--- config.mk ---
export PLATFORM = sky130hd
export DESIGN_NAME = i2c_target_port
export DESIGN_NICKNAME = d
export VERILOG_FILES = /design/src/rtl/i2cs_pkg.sv /design/src/rtl/i2cs_linesync.sv /design/src/rtl/i2cs_busevt.sv /design/src/rtl/i2c_target_port.sv
export SDC_FILE = /design/constraint.sdc
export NUM_CORES = 1
export LEC_CHECK = 0
export BUFFER_PORTS_ARGS = -buffer_cell sky130_fd_sc_hd__clkbuf_2
export CELL_PAD_IN_SITES_DETAIL_PLACEMENT = 0
export CELL_PAD_IN_SITES_GLOBAL_PLACEMENT = 1
export CORE_MARGIN = 1
export CORE_UTILIZATION = 40
export DETAILED_ROUTE_END_ITERATION = 8
export PLACE_DENSITY_LB_ADDON = 0.1
export SLEW_MARGIN = 20
export SYNTH_ARGS = -nofsm -noshare
export SYNTH_HDL_FRONTEND = slang
export SYNTH_HIERARCHICAL = 1
export SYNTH_SLANG_ARGS = --single-unit
export TNS_END_PERCENT = 5
--- constraint.sdc ---
create_clock -name clk -period 2.2 [get_ports clk]
set_clock_uncertainty 0.15 [all_clocks]
set_input_delay 0.22 -clock clk [delete_from_list [all_inputs] [get_ports clk]]
set_output_delay 0.22 -clock clk [all_outputs]
set_load 0.02 [all_outputs]
--- src/rtl/i2cs_pkg.sv ---
package i2cs_pkg;
  typedef enum logic [2:0] {
    ST_IDLE,
    ST_ADDR,
    ST_RX,
    ST_ACK,
    ST_HOLD,
    ST_TX,
    ST_TXACK
  } i2cs_state_t;
endpackage

--- src/rtl/i2cs_linesync.sv ---
module i2cs_linesync #(
  parameter int STAGES = 2
) (
  input  logic clk,
  input  logic rst_n,
  input  logic d,
  output logic q
);
  logic [STAGES-1:0] pipe;

  always_ff @(posedge clk or negedge rst_n) begin
    if (!rst_n) pipe <= '1;
    else        pipe <= {pipe[STAGES-2:0], d};
  end

  assign q = pipe[STAGES-1];
endmodule

--- src/rtl/i2cs_busevt.sv ---
module i2cs_busevt (
  input  logic clk,
  input  logic rst_n,
  input  logic scl,
  input  logic sda,
  output logic scl_rise,
  output logic scl_fall,
  output logic bus_start,
  output logic bus_stop
);
  logic scl_d, sda_d;

  always_ff @(posedge clk or negedge rst_n) begin
    if (!rst_n) begin
      scl_d <= 1'b1;
      sda_d <= 1'b1;
    end else begin
      scl_d <= scl;
      sda_d <= sda;
    end
  end

  assign scl_rise  = scl & ~scl_d;
  assign scl_fall  = ~scl & scl_d;
  assign bus_start = scl & scl_d & sda_d & ~sda;
  assign bus_stop  = scl & scl_d & ~sda_d & sda;
endmodule

--- src/rtl/i2c_target_port.sv ---
module i2c_target_port
  import i2cs_pkg::*;
#(
  parameter int ADDR_W      = 7,
  parameter int SYNC_STAGES = 2
) (
  input  logic              clk,
  input  logic              rst_n,
  input  logic              enable,
  input  logic              scl_in,
  input  logic              sda_in,
  output logic              scl_pull,
  output logic              sda_pull,
  input  logic [ADDR_W-1:0] own_addr,
  input  logic              tx_load,
  input  logic [ADDR_W:0]   tx_byte,
  input  logic              rx_take,
  input  logic              irq_clr,
  input  logic              ovf_clr,
  output logic [ADDR_W:0]   rx_byte,
  output logic              buf_full,
  output logic              ovf,
  output logic              rw_flag,
  output logic              start_flag,
  output logic              stop_flag,
  output logic              hold_release,
  output logic              irq
);
  localparam int DATA_W = ADDR_W + 1;
  localparam int CNT_W  = $clog2(DATA_W + 1);
  localparam logic [CNT_W-1:0] LAST_BIT = CNT_W'(DATA_W - 1);
  localparam logic [CNT_W-1:0] FULL_CNT = CNT_W'(DATA_W);

  // line synchronisers, one per bus line
  logic [1:0] line_raw, line_s;
  assign line_raw = {sda_in, scl_in};

  for (genvar g = 0; g < 2; g++) begin : g_sync
    i2cs_linesync #(.STAGES(SYNC_STAGES)) u_sync (
      .clk(clk), .rst_n(rst_n), .d(line_raw[g]), .q(line_s[g])
    );
  end

  logic scl_s, sda_s;
  assign scl_s = line_s[0];
  assign sda_s = line_s[1];

  logic scl_rise, scl_fall, bus_start, bus_stop;
  i2cs_busevt u_evt (
    .clk(clk), .rst_n(rst_n), .scl(scl_s), .sda(sda_s),
    .scl_rise(scl_rise), .scl_fall(scl_fall),
    .bus_start(bus_start), .bus_stop(bus_stop)
  );

  i2cs_state_t       state_q, state_n;
  logic [CNT_W-1:0]  cnt_q, cnt_n;
  logic [DATA_W-1:0] sh_q, sh_n, txsh_q, txsh_n, buf_q, buf_n;
  logic full_q, full_n, ovf_q, ovf_n, rw_q, rw_n, sta_q, sta_n, sto_q, sto_n;
  logic rel_q, rel_n, irq_q, irq_n, sdao_q, sdao_n, sclo_q, sclo_n;
  logic acked_q, acked_n, mack_q, mack_n;
  logic addr_hit;

  assign addr_hit = (sh_q[DATA_W-1:1] == own_addr);

  always_comb begin
    state_n = state_q; cnt_n = cnt_q; sh_n = sh_q; txsh_n = txsh_q;
    buf_n = buf_q; full_n = full_q; ovf_n = ovf_q; rw_n = rw_q;
    sta_n = sta_q; sto_n = sto_q; rel_n = rel_q; irq_n = irq_q;
    sdao_n = sdao_q; sclo_n = sclo_q; acked_n = acked_q; mack_n = mack_q;

    if (rx_take) full_n = 1'b0;
    if (ovf_clr) ovf_n  = 1'b0;
    if (irq_clr) irq_n  = 1'b0;
    if (tx_load) begin
      txsh_n = tx_byte;
      rel_n  = 1'b1;
    end

    if (!enable) begin
      state_n = ST_IDLE; sta_n = 1'b0; sto_n = 1'b0;
      sdao_n = 1'b0; sclo_n = 1'b0;
    end else if (bus_start) begin
      state_n = ST_ADDR; cnt_n = '0; sta_n = 1'b1; sto_n = 1'b0;
      sdao_n = 1'b0; sclo_n = 1'b0;
    end else if (bus_stop) begin
      state_n = ST_IDLE; sta_n = 1'b0; sto_n = 1'b1;
      sdao_n = 1'b0; sclo_n = 1'b0;
    end else begin
      unique case (state_q)
        ST_ADDR, ST_RX: begin
          if (scl_rise && cnt_q != FULL_CNT) begin
            sh_n  = {sh_q[DATA_W-2:0], sda_s};
            cnt_n = cnt_q + 1'b1;
          end
          if (scl_fall && cnt_q == FULL_CNT) begin
            if (state_q == ST_ADDR && !addr_hit) begin
              state_n = ST_IDLE;
            end else begin
              irq_n   = 1'b1;
              state_n = ST_ACK;
              if (state_q == ST_ADDR) rw_n = sh_q[0];
              if (full_q || ovf_q) begin
                ovf_n   = 1'b1;
                acked_n = 1'b0;
              end else begin
                buf_n   = sh_q;
                full_n  = 1'b1;
                acked_n = 1'b1;
                sdao_n  = 1'b1;
              end
            end
          end
        end
        ST_ACK: begin
          if (scl_fall) begin
            sdao_n = 1'b0;
            cnt_n  = '0;
            if (!acked_q) begin
              state_n = ST_IDLE;
            end else if (rw_q) begin
              sclo_n  = 1'b1;
              rel_n   = 1'b0;
              state_n = ST_HOLD;
            end else begin
              state_n = ST_RX;
            end
          end
        end
        ST_HOLD: begin
          if (tx_load) begin
            sclo_n  = 1'b0;
            sdao_n  = ~tx_byte[DATA_W-1];
            cnt_n   = '0;
            state_n = ST_TX;
          end
        end
        ST_TX: begin
          if (scl_fall) begin
            if (cnt_q == LAST_BIT) begin
              sdao_n  = 1'b0;
              state_n = ST_TXACK;
            end else begin
              txsh_n = {txsh_q[DATA_W-2:0], txsh_q[DATA_W-1]};
              sdao_n = ~txsh_q[DATA_W-2];
              cnt_n  = cnt_q + 1'b1;
            end
          end
        end
        ST_TXACK: begin
          if (scl_rise) mack_n = ~sda_s;
          if (scl_fall) begin
            irq_n = 1'b1;
            if (mack_q) begin
              sclo_n  = 1'b1;
              rel_n   = 1'b0;
              state_n = ST_HOLD;
            end else begin
              state_n = ST_IDLE;
            end
          end
        end
        default: ;
      endcase
    end
  end

  always_ff @(posedge clk or negedge rst_n) begin
    if (!rst_n) begin
      state_q <= ST_IDLE; cnt_q <= '0; sh_q <= '0; txsh_q <= '0; buf_q <= '0;
      full_q <= 1'b0; ovf_q <= 1'b0; rw_q <= 1'b0; sta_q <= 1'b0; sto_q <= 1'b0;
      rel_q <= 1'b1; irq_q <= 1'b0; sdao_q <= 1'b0; sclo_q <= 1'b0;
      acked_q <= 1'b0; mack_q <= 1'b0;
    end else begin
      state_q <= state_n; cnt_q <= cnt_n; sh_q <= sh_n; txsh_q <= txsh_n; buf_q <= buf_n;
      full_q <= full_n; ovf_q <= ovf_n; rw_q <= rw_n; sta_q <= sta_n; sto_q <= sto_n;
      rel_q <= rel_n; irq_q <= irq_n; sdao_q <= sdao_n; sclo_q <= sclo_n;
      acked_q <= acked_n; mack_q <= mack_n;
    end
  end

  assign scl_pull     = sclo_q;
  assign sda_pull     = sdao_q;
  assign rx_byte      = buf_q;
  assign buf_full     = full_q;
  assign ovf          = ovf_q;
  assign rw_flag      = rw_q;
  assign start_flag   = sta_q;
  assign stop_flag    = sto_q;
  assign hold_release = rel_q;
  assign irq          = irq_q;

  // START and STOP status are exclusive
  p_flags_exclusive_r2: assert property (@(posedge clk) disable iff (!rst_n)
    !(start_flag && stop_flag));

  // a rising overflow never coincides with a buffer update
  p_ovf_keeps_buf_r6: assert property (@(posedge clk) disable iff (!rst_n)
    $rose(ovf) |-> $stable(rx_byte));

  // the clock is only stretched on a read, with the release bit clear
  p_hold_only_read_r8: assert property (@(posedge clk) disable iff (!rst_n)
    scl_pull |-> (rw_flag && !hold_release));

  // the data drive changes only after a cycle with the clock seen low
  p_sda_on_low_scl_r9: assert property (@(posedge clk) disable iff (!rst_n)
    (enable && $past(enable) && (sda_pull != $past(sda_pull))) |-> !$past(scl_s));

  // disabling releases both lines and clears the bus status
  p_disable_clears_r11: assert property (@(posedge clk) disable iff (!rst_n)
    !enable |=> (!start_flag && !stop_flag && !scl_pull && !sda_pull));
endmodule

==> flow_summary_export.csv <==
group,metric,value,unit
outcome,status,"finished, violations left",
outcome,violations,"negative setup slack",
worst_setup_path,worstPathRequired,2.25,ns
final_layout,drive_gt1_frac,0.3880,
final_layout,areaGrowthSynthToFinish,28.36,%
clocking,cts_root_buf,"clkbuf_8",
global_route,grt.overflow.total,0,
final_layout,final_util,0.5309,
hold_path,hold_path.class,"input port to flop",
routing,first_pass_iters,4,
global_route,grt_max_degree,49,
yosys,syn_area,2449,µm²
run,maxCapViolations,0,
worst_setup_path,worstPathCellList,"and4b_2, nand2b_4, or2_4, nor3_4, and3_2, mux2_2",
routing,wl_per_cell,15.11,µm
final_layout,nets,324,
worst_setup_path,start_kind,"flop",
routing,vias,1971,
timing,finalCritPeriodShare,1.008,
worst_setup_path,max_stage_delay,0.53,ns
placed_design,dpl_cell_area,2957,µm²
clocking,cts_tree,"done",
die,die_area,6438,µm²
clocking,cts_made_buffers,5,
routing,via_per_inst,5.270,
die,initial_core_util,0.4136,
timing,clock.fmax,451.0,MHz
final_layout,stdcell_area,3143,µm²
pwr,p_per_area,539.1,nW/µm²
die,rows,28,
yosys,synth_area_leaders,"dfrtp_1 (42%), mux2_2 (8.3%), dfstp_2 (7.5%)",
clocking,htree_levels,2,
timing,rsz0062_at_grt,"true",
die,die_height,80.24,µm
routing,drc,0,
worst_setup_path,cp_max_fo,4,
yosys,synth_seq_cells,48,
yosys,synth_edf_count,0,
timing,hold_viol,0,
worst_setup_path,critPathTopFamily,"simple AND/OR/NAND/NOR gates",
global_route,grt_pass1_vias,1903,
worst_setup_path,r2r_start,"g_sync[1].u_sync/pipe[1]$_DFF_PN1_",
timing,setup_violations,8,
timing,fin_crit,2.217,ns
worst_setup_path,crit_arrival,2.27,ns
placed_design,io_buffer_count,40,
global_route,antenna_found_initial,0,
pwr,leakage,0.001492,µW
yosys,seq_area_frac_synth,0.4941,
clocking,clkSinkCount,48,
yosys,avgSynthCellArea,11.03,µm²
die,coreArea,5921,µm²
yosys,synthCells,222,
routing,first_iter_violations,91,
yosys,synth_top_area_frac,0.4190,
yosys,synth_top_area_cell,"dfrtp_1",
die,die_x,80.24,µm
placed_design,post-dp-hpwl,4122,µm
routing,routed_wl,5652,µm
yosys,synth.net_count,248,
global_route,grt_pass1_wl,9370,µm
clocking,clk-insertion-delay-late,0.31,ns
timing,worst_pin_slew,0.6199,ns
yosys,synthDistinctLibCells,51,
final_layout,diodes,0,
worst_setup_path,critPathBufInv,0,
clocking,clockBufferDepth,2,
final_layout,mostFrequentLayoutCells,"dfrtp_1 (40), clkbuf_2 (40), buf_4 (29)",
hold_path,hold_path_startpoint,"rx_take",
pwr,vdd_ir_drop_max,0.4010,mV
worst_setup_path,worstSetupStartpoint,"g_sync[1].u_sync/pipe[1]$_DFF_PN1_",
yosys,synthFlopType,"dfrtp_1",
worst_setup_path,end_kind,"flop",
timing,setup_slack,-0.01740,ns
worst_setup_path,slowest_stage,"dfstp_2",
worst_setup_path,critPathKind,"flop to flop",
die,io_pins,41,
routing,drtAntennaViolNets,0,
yosys,ys_async_sr_fraction,1.000,
timing,whs,0.01392,ns
placed_design,routabilityCongestion,0.7678,
global_route,track_usage,0.1925,
timing,slew_violations,0,
clocking,path_clk_slew,0.09,ns
timing,setup-tns-final,-0.07283,ns
timing,relSlewSlack,0.5867,
yosys,ys_warn_count,6,
[Yosys cell counts, drive strengths merged, types with 2 or more instances]
master / number
dfrtp: 41
o311ai: 2
and4b: 4
mux2: 18
o31ai: 2
a21oi: 5
ha: 2
nor3: 6
a211o: 2
nor2b: 9
xnor2: 9
inv: 9
a21o: 2
nand3: 8
nand4: 5
nand3b: 2
o21ai: 14
a31oi: 3
o21a: 2
nand2b: 7
nand2: 14
mux2i: 11
o221ai: 2
o2111ai: 2
nor2: 9
dfstp: 7
buf: 7
[worst paths after layout]
kind / endpoint / slack [ns] / depth (start not counted)
hold / removal: buf_full$_DFF_PN0_ / 0.01 / 3
setup / recovery: rx_byte[5]$_DFFE_PN0P_ / -0.02 / 6
max in group asynchronous: state_q[0]$_DFFE_PN0P_ / 1.06 / 3
setup reg to reg: rx_byte[5]$_DFFE_PN0P_ / -0.02 / 6
hold reg to reg: g_sync[0].u_sync/pipe[1]$_DFF_PN1_ / 0.21 / 0
min in group asynchronous: state_q[1]$_DFFE_PN0P_ / 0.38 / 3
[metrics by stage]
step	total power (µW)	setup WS, ns	cells
2_1_floorplan	1039	-0.1409	222
3_3_place_gp	1125	-0.02508	361
3_5_place_dp	1128	-0.06180	361
4_1_cts	1715	-0.02983	373
5_1_grt	1765	-0.06820	374
6_report	1694	-0.01740	374
[kinds of logic after synthesis]
logic type / after synthesis / share of synthesized area
simple gates: 72 / 0.1768
flops: 48 / 0.4941
compound gates: 45 / 0.1257
mux: 29 / 0.1277
buf+inv: 17 / 0.03321
xor+xnor: 9 / 0.03219
fa+ha+maj: 2 / 0.01022
[per-layer routing]
layer	global-route usage	up-vias	wire, µm
met3	0.03636	7	180
li1	-	974	-
met4	0.05893	0	65
met2	0.3188	33	2700
met5	0	-	0
met1	0.2545	957	2706
[power breakdown]
group | internal (µW) | total [µW] | switching [µW]
clock | 258 | 576 | 319
sequential | 919 | 944 | 25.4
combinational | 86.3 | 174 | 87.5
total | 1260 | 1690 | 432
[cell type report]
| cell class | count | area (µm²) |
|---|---|---|
| inverters | 9 | 33.78 |
| clock buffers | 6 | 82.58 |
| flip-flops and latches | 48 | 1211 |
| clock inverters | 2 | 13.76 |
| repair buffers | 76 | 490.5 |
| fillers | 559 | 2778 |
| multi-input cells | 158 | 1217 |
| well taps | 75 | 93.84 |
[state kept, by name, summed over array words and instances, names as in the netlist, 3 cells and up]
| signal | cells |
|---|---|
| cnt_q | 4 |
| g_sync.u_sync/pipe | 4 |
| rx_byte | 8 |
| sh_q | 8 |
| state_q | 3 |
| txsh_q | 8 |
[tightest hold or removal path, stage by stage]
cell and delay [ns]:
clkbuf_2 0.08, inv_1 0.04, a21o_1 0.10
[timing repair]
action                     CTS  global route
pin swaps                    1             3
setup buffers                0             0
resized for setup            2            11
cloned                       0             1
hold buffers                 5             0
hold endpoints to repair    45             0
setup endpoints to repair   16            26
Power figures use the tool's default switching activity.
